[src/rtl/wp_guard_pkg.sv]
package wp_guard_pkg;

   // bit positions of the status byte (read side depends on them)
   localparam int SR_W      = 8;
   localparam int SR_LOCKEN = 7;
   localparam int SR_RG_HI  = 3;
   localparam int SR_RG_LO  = 2;
   localparam int SR_WEN    = 1;

   typedef struct packed {
      logic       locken;
      logic [1:0] region;
   } wp_prot_t;

   function automatic logic [SR_W-1:0] wp_pack_status(wp_prot_t p, logic wen);
      logic [SR_W-1:0] s;
      s            = '0;
      s[SR_LOCKEN] = p.locken;
      s[SR_RG_HI]  = p.region[1];
      s[SR_RG_LO]  = p.region[0];
      s[SR_WEN]    = wen;
      return s;
   endfunction

endpackage

[src/rtl/wp_wen_latch.sv]
module wp_wen_latch (
   input  logic clk,
   input  logic rst_n,
   input  logic busy_i,
   input  logic set_i,
   input  logic clr_i,
   input  logic sr_req_i,
   input  logic arr_req_i,
   output logic wen_o
);

   logic drop_c;
   logic raise_c;

   // any write-type request ends the enable window, granted or not
   assign drop_c  = !busy_i && (clr_i || sr_req_i || arr_req_i);
   assign raise_c = !busy_i && set_i;

   always_ff @(posedge clk or negedge rst_n) begin
      if (!rst_n)       wen_o <= 1'b0;
      else if (drop_c)  wen_o <= 1'b0;
      else if (raise_c) wen_o <= 1'b1;
   end

endmodule

[src/rtl/wp_stat_stage.sv]
module wp_stat_stage
   import wp_guard_pkg::*;
#(
   parameter logic       RST_LOCKEN = 1'b0,
   parameter logic [1:0] RST_REGION = 2'b00
) (
   input  logic            clk,
   input  logic            rst_n,
   input  logic            accept_i,
   input  logic [SR_W-1:0] wdata_i,
   input  logic            done_i,
   output wp_prot_t        prot_o
);

   localparam wp_prot_t RST_PROT = '{locken: RST_LOCKEN, region: RST_REGION};

   wp_prot_t hold_q;
   logic     hold_vld_q;
   wp_prot_t new_c;
   logic     unused_bits;

   assign new_c.locken = wdata_i[SR_LOCKEN];
   assign new_c.region = wdata_i[SR_RG_HI:SR_RG_LO];
   assign unused_bits  = ^{wdata_i[6:4], wdata_i[1:0]};

   always_ff @(posedge clk or negedge rst_n) begin
      if (!rst_n) begin
         hold_q     <= RST_PROT;
         hold_vld_q <= 1'b0;
      end else if (accept_i) begin
         hold_q     <= new_c;
         hold_vld_q <= 1'b1;
      end else if (done_i) begin
         hold_vld_q <= 1'b0;
      end
   end

   always_ff @(posedge clk or negedge rst_n) begin
      if (!rst_n)                   prot_o <= RST_PROT;
      else if (done_i && hold_vld_q) prot_o <= hold_q;
   end

endmodule

[src/rtl/wp_region_chk.sv]
module wp_region_chk #(
   parameter int ADDR_W = 10
) (
   input  logic [1:0]        region_i,
   input  logic [ADDR_W-1:0] addr_i,
   output logic              hit_o
);

   localparam int TOP = ADDR_W - 1;

   generate
      if (ADDR_W < 2) begin : g_bad_width
         $error("wp_region_chk: ADDR_W must be at least 2");
      end
   endgenerate

   logic top_quarter;
   logic top_half;

   assign top_quarter = (addr_i[TOP -: 2] == 2'b11);
   assign top_half    = addr_i[TOP];

   always_comb begin
      unique case (region_i)
         2'b00:   hit_o = 1'b0;
         2'b01:   hit_o = top_quarter;
         2'b10:   hit_o = top_half;
         default: hit_o = 1'b1;
      endcase
   end

endmodule

[src/rtl/wp_guard.sv]
module wp_guard
   import wp_guard_pkg::*;
#(
   parameter int         ADDR_W     = 10,
   parameter logic       RST_LOCKEN = 1'b0,
   parameter logic [1:0] RST_REGION = 2'b00
) (
   input  logic              clk,
   input  logic              rst_n,
   input  logic              wp_n_i,
   input  logic              set_en_i,
   input  logic              clr_en_i,
   input  logic              sr_wr_i,
   input  logic [7:0]        sr_wdata_i,
   input  logic              arr_wr_i,
   input  logic [ADDR_W-1:0] arr_addr_i,
   input  logic              busy_i,
   input  logic              cycle_done_i,
   output logic [7:0]        status_o,
   output logic              sr_allow_o,
   output logic              arr_allow_o
);

   generate
      if (SR_W != 8) begin : g_bad_sr
         $error("wp_guard: status byte must be 8 bits");
      end
   endgenerate

   logic     wen;
   logic     hw_lock;
   logic     prot_hit;
   wp_prot_t prot;

   wp_wen_latch u_wen (
      .clk       (clk),
      .rst_n     (rst_n),
      .busy_i    (busy_i),
      .set_i     (set_en_i),
      .clr_i     (clr_en_i),
      .sr_req_i  (sr_wr_i),
      .arr_req_i (arr_wr_i),
      .wen_o     (wen)
   );

   wp_stat_stage #(
      .RST_LOCKEN (RST_LOCKEN),
      .RST_REGION (RST_REGION)
   ) u_stage (
      .clk      (clk),
      .rst_n    (rst_n),
      .accept_i (sr_allow_o),
      .wdata_i  (sr_wdata_i),
      .done_i   (cycle_done_i),
      .prot_o   (prot)
   );

   wp_region_chk #(.ADDR_W(ADDR_W)) u_region (
      .region_i (prot.region),
      .addr_i   (arr_addr_i),
      .hit_o    (prot_hit)
   );

   // pin lock: only the status byte is frozen, never the array
   assign hw_lock     = !wp_n_i && prot.locken;
   assign sr_allow_o  = sr_wr_i  && !busy_i && wen && !hw_lock;
   assign arr_allow_o = arr_wr_i && !busy_i && wen && !prot_hit;
   assign status_o    = busy_i ? {SR_W{1'b1}} : wp_pack_status(prot, wen);

endmodule

[config.mk]
export PLATFORM = sky130hd
export DESIGN_NAME = wp_guard
export DESIGN_NICKNAME = d
export VERILOG_FILES = /design/src/rtl/wp_guard_pkg.sv /design/src/rtl/wp_wen_latch.sv /design/src/rtl/wp_stat_stage.sv /design/src/rtl/wp_region_chk.sv /design/src/rtl/wp_guard.sv
export SDC_FILE = /design/constraint.sdc
export NUM_CORES = 1
export LEC_CHECK = 0
export ABC_AREA = 1
export BUFFER_PORTS_ARGS = -buffer_cell sky130_fd_sc_hd__buf_2
export CAP_MARGIN = 20
export CORE_AREA = 2 2 39 41
export CTS_BUF_LIST = sky130_fd_sc_hd__clkbuf_2
export DETAILED_ROUTE_END_ITERATION = 12
export DIE_AREA = 0 0 41 43
export PLACE_DENSITY_LB_ADDON = 0.08
export SLEW_MARGIN = 20
export SYNTH_ARGS = -nofsm -noshare
export SYNTH_HDL_FRONTEND = slang
export SYNTH_SLANG_ARGS = --single-unit
[constraint.sdc]
create_clock -name clk -period 1.2 [get_ports clk]
set_clock_uncertainty 0.15 [all_clocks]
set_input_delay 0.18 -clock clk [delete_from_list [all_inputs] [get_ports clk]]
set_output_delay 0.18 -clock clk [all_outputs]
set_load 0.03 [all_outputs]
-- After elaboration in Yosys (flattened, before gate mapping)
Cells that the tools add are included.
- output and inout port bits: 10
- flip-flop bits (word level): 8
- word-level logic and storage cells: 34
- eq/ne operators: 3
- reductions and logical operators: 19
- multiplexer cells: 6
- operator list (operator ; count):
    $logic_and 1x1->1 ; 10
    $mux 8 ; 1
    $eq 2x2->1 const B ; 2
    $logic_not 1->1 ; 4
    $mux 1 ; 4
    $reduce_bool 2->1 ; 2
    $pmux 1 s3 ; 1
    $eq 2x1->1 const B ; 1
    $logic_not 2->1 ; 1
    $logic_or 1x1->1 ; 2

-- Longest topological paths before layout
- depth in word-level cells: 5
- depth in mapped cells: 5

-- Cells and area by module
From an unflattened synthesis, not the netlist that was laid out.
- cell total of the unflattened synthesis: 58
- area, all modules: 420.4 um^2
- by module, submodules not included (module ; instances ; cells an instance ; area an instance (um^2)):
    wp_stat_stage ; 1 ; 29 ; 262.8
    wp_guard ; 1 ; 15 ; 81.3
    wp_wen_latch ; 1 ; 11 ; 62.6
    wp_region_chk ; 1 ; 3 ; 13.8

-- Least setup slack after synthesis
OpenSTA, ideal clock, no wires.
- path type: register to output
- start point: reg u_wen.wen_o
- end point: out arr_allow_o
- arrival: 1.022 ns
- stages on the path, launching flop included: 5
- path slack: -0.152 ns
- buffers on the path: 0
- data required time: 0.870 ns
- path through: dfrtp_1 > inv_2 > nor2_4 > nand2_1 > a21oi_1
- cells in the longest elaborated chain, start to end: 2
- RTL lines (what ; RTL line ; RTL):
    start, declared ; wp_wen_latch.sv:9 ; output logic wen_o
    start signal, assigned ; wp_wen_latch.sv:20 ; if (!rst_n) wen_o <= 1'b0;
    start signal, assigned ; wp_wen_latch.sv:21 ; else if (drop_c) wen_o <= 1'b0;
    start signal, assigned ; wp_wen_latch.sv:22 ; else if (raise_c) wen_o <= 1'b1;
    $logic_and 1x1->1 (2 in series) ; wp_guard.sv:67 ; assign arr_allow_o = arr_wr_i && !busy_i && wen && !prot_hit;
    end, declared ; wp_guard.sv:21 ; output logic arr_allow_o
Every way passes these cells.

-- Worst setup path after layout
Same ends and word-level chain as after synthesis.

==> out/results.ini <==
[clock_network]
clockRootBuffer=clkbuf_2
worstSkewPairLatency_ns=0.24
cts_tree=done
clockBufferDepth=2
cts_sinks=8
cts_max_level=1
clkTransAtPathRegs_ns=0.08
numCtsBuffers=3

[route]
wl_um=948
first_iter_violations=4
drc=0
vias_per_cell=4.284
postRouteAntennaNets=0
vias=467
dr.pass1.iters=2
wl_per_cell_um=8.697

[global_route]
grt_pass1_vias=388
grt_usage_pct=12.96
grt_pass1_wl_um=1518
grt_start_max_net_pins=9
antenna_found_initial=0
grt-ovfl-total=0

[placed_design]
io_buffers=23
place_congestion=0.6536
dpl.hpwl_um=728.5

[die]
dieHeight_um=43
start_util_pct=31.10
die_w_um=41
fp.dieArea_um2=1763
core_area_um2=1384
rows=14
io_pins=37

[worst_setup_path]
critPathArrivalTime_ns=1.05
critical_path_class=flip-flop to primary output
crit_end=arr_allow_o
required_ns=0.87
crit_fanout=3
rr_startpoint=u_wen.wen_o$_DFFE_PN0P_
regToRegSetupSlack_ns=0.08
worstReg2RegEnd=u_stage.hold_q[0]$_DFFE_PN0P_
ff2ff_path_depth=6
crit_path_start=u_wen.wen_o$_DFFE_PN0P_
timing.critical_path.to_type=primary output
startpoint_type=flip-flop

[logic_synthesis]
synthCells=58
synth_edf_count=0
yosys.area_share.simple_pct=31.98
syn_area_um2=430.4
synth_ff_type=dfrtp_1
avgSynthCellArea_um2=7.421
synth_common_cells=22 x nand2_1, 9 x inv_1, 8 x dfrtp_1
syn_nets=85
synth_area_leaders=dfrtp_1 47%, nand2_1 19%, inv_1 7.8%, buf_4 7.0%, a21oi_1 4.7%
synth-xor-area-share_pct=0
synth-compound-area-share_pct=5.814
synthMuxAreaShare_pct=0
synthDistinctLibCells=11
synth-seq-cells=8
yosysWarnings=0
ys_seq_area_share_pct=46.51
synth.most_common_cell=nand2_1
synthAdderAreaFrac_pct=0
netlist.area_leader.share_pct=46.51
synth_top_family_by_area=simple AND/OR/NAND/NOR gates
synth_area_leader_cell=dfrtp_1
async_flop_share_pct=100.0

[sta]
setup_viol=6
relSlewSlack_pct=85.01
rsz0062_at_grt=true
period_minus_slack_ns=1.381
hold_viol=0
worst_slack_ns=-0.1815
drv_slew=0
whs_ns=0.04216
finalCritPeriodShare_pct=115.1
tightestPinTransition_ns=0.2247
max_freq_ghz=0.7239

[finish]
nNetsFinal=122
fillerInstances=154
multi_input_comb_area_um2=181.4
diodes=0
seq_area_um2=200.2
post_route_cells_drive_above_1_share_pct=54.84
syn_to_final_growth_pct=66.57

[outcome]
violations=negative setup slack
outcome=complete, but fails checks

[power_and_ir_drop]
ir_drop_v=0.0007169
cellPowerDensity_nw_per_um2=1531
p_leak_nw=0.4120
power_w=0.001098

[flow_run]
max-cap-violations=0

[min_path]
hold_path.class=input port to flip-flop

[state kept, by name, summed over array words and instances (netlist names)]
name and cells:
u_stage.hold_q 3, u_wen.wen_o 1, u_stage.hold_vld_q 1, u_stage.prot_o 3
[final cells by class]
class / instances / area share, %
well taps: 16 / 2.792
inverters: 10 / 5.236
flip-flops and latches: 8 / 27.92
repair buffers: 36 / 36.65
multi-input cells: 36 / 25.31
clock buffers: 3 / 2.094
[what timing repair did]
action	CTS	global route
hold endpoints to repair	9	0
hold buffers	2	0
endpoints found under the setup margin	6	7
gates cloned	0	0
pin swaps	0	1
gates resized for setup	19	5
buffers inserted	3	2
[per-stage QoR]
| step | setup slack (ns) | std cells | utilization, % | TNS, ns | area (um^2) |
|---|---|---|---|---|---|
| after detailed placement | 0.03759 | 99 | 42.22 | 0 | 584.3 |
| after global placement | 0.03934 | 99 | 42.22 | 0 | 584.3 |
| after floorplan | 0.02149 | 58 | - | 0 | 434.2 |
| after global routing | -0.2374 | 109 | 51.81 | -0.9457 | 716.9 |
| after CTS | -0.2150 | 107 | 50.00 | -0.7409 | 691.9 |
| final | -0.1815 | 109 | 51.81 | -0.6150 | 716.9 |
[cell usage in the layout, fill, tap and decap left out, drive strengths merged]
cell	count
a21oi	4
buf	34
clkbuf	3
dfrtp	8
dlygate4sd3	2
inv	10
nand2	22
nand3	1
nand4	3
nor2	5
o21ai	1
[cell families (layout without fill, tap and decap cells)]
logic type	count (synthesis)	in the layout
compound gates	5	5
flops	8	8
simple gates	31	31
buf+inv	14	49
[metal layers]
layer | share of wire, % | track usage, %
met1 | 43 | 16.95
met2 | 46 | 18.44
met3 | 8.0 | 1.571
met4 | 2.0 | 10.00
met5 | 0 | 0
[where the power goes]
part | internal, W | switching, W
Clock | 0.0000682 | 0.0000925
Sequential | 0.000352 | 0.0000469
Combinational | 0.000281 | 0.000257
Total | 0.000701 | 0.000397
[critical path, stage by stage, from the launching register on]
cell	delay, ns
dfrtp_1	0.34
inv_2	0.05
nor2_4	0.11
nand2_2	0.06
a21oi_2	0.11
buf_6	0.14
[how the worst min path moves through the flow]
| stage | start | endpoint | slack, ns | depth (start not counted) |
|---|---|---|---|---|
| global route | sr_wdata_i[3] | u_stage.hold_q[1]$_DFFE_PN0P_ | 0.04 | 3 |
| finish | sr_wdata_i[3] | u_stage.hold_q[1]$_DFFE_PN0P_ | 0.04 | 3 |
| CTS | sr_wdata_i[7] | u_stage.hold_q[2]$_DFFE_PN0P_ | 0.03 | 3 |
| global placement | rst_n | u_stage.hold_q[2]$_DFFE_PN0P_ | -0.12 | 1 |
| floorplan | rst_n | u_stage.hold_q[0]$_DFFE_PN0P_ | -0.27 | 0 |
| detailed placement | rst_n | u_stage.hold_q[2]$_DFFE_PN0P_ | -0.11 | 1 |
Note: power is estimated with default switching activity, not from simulation.
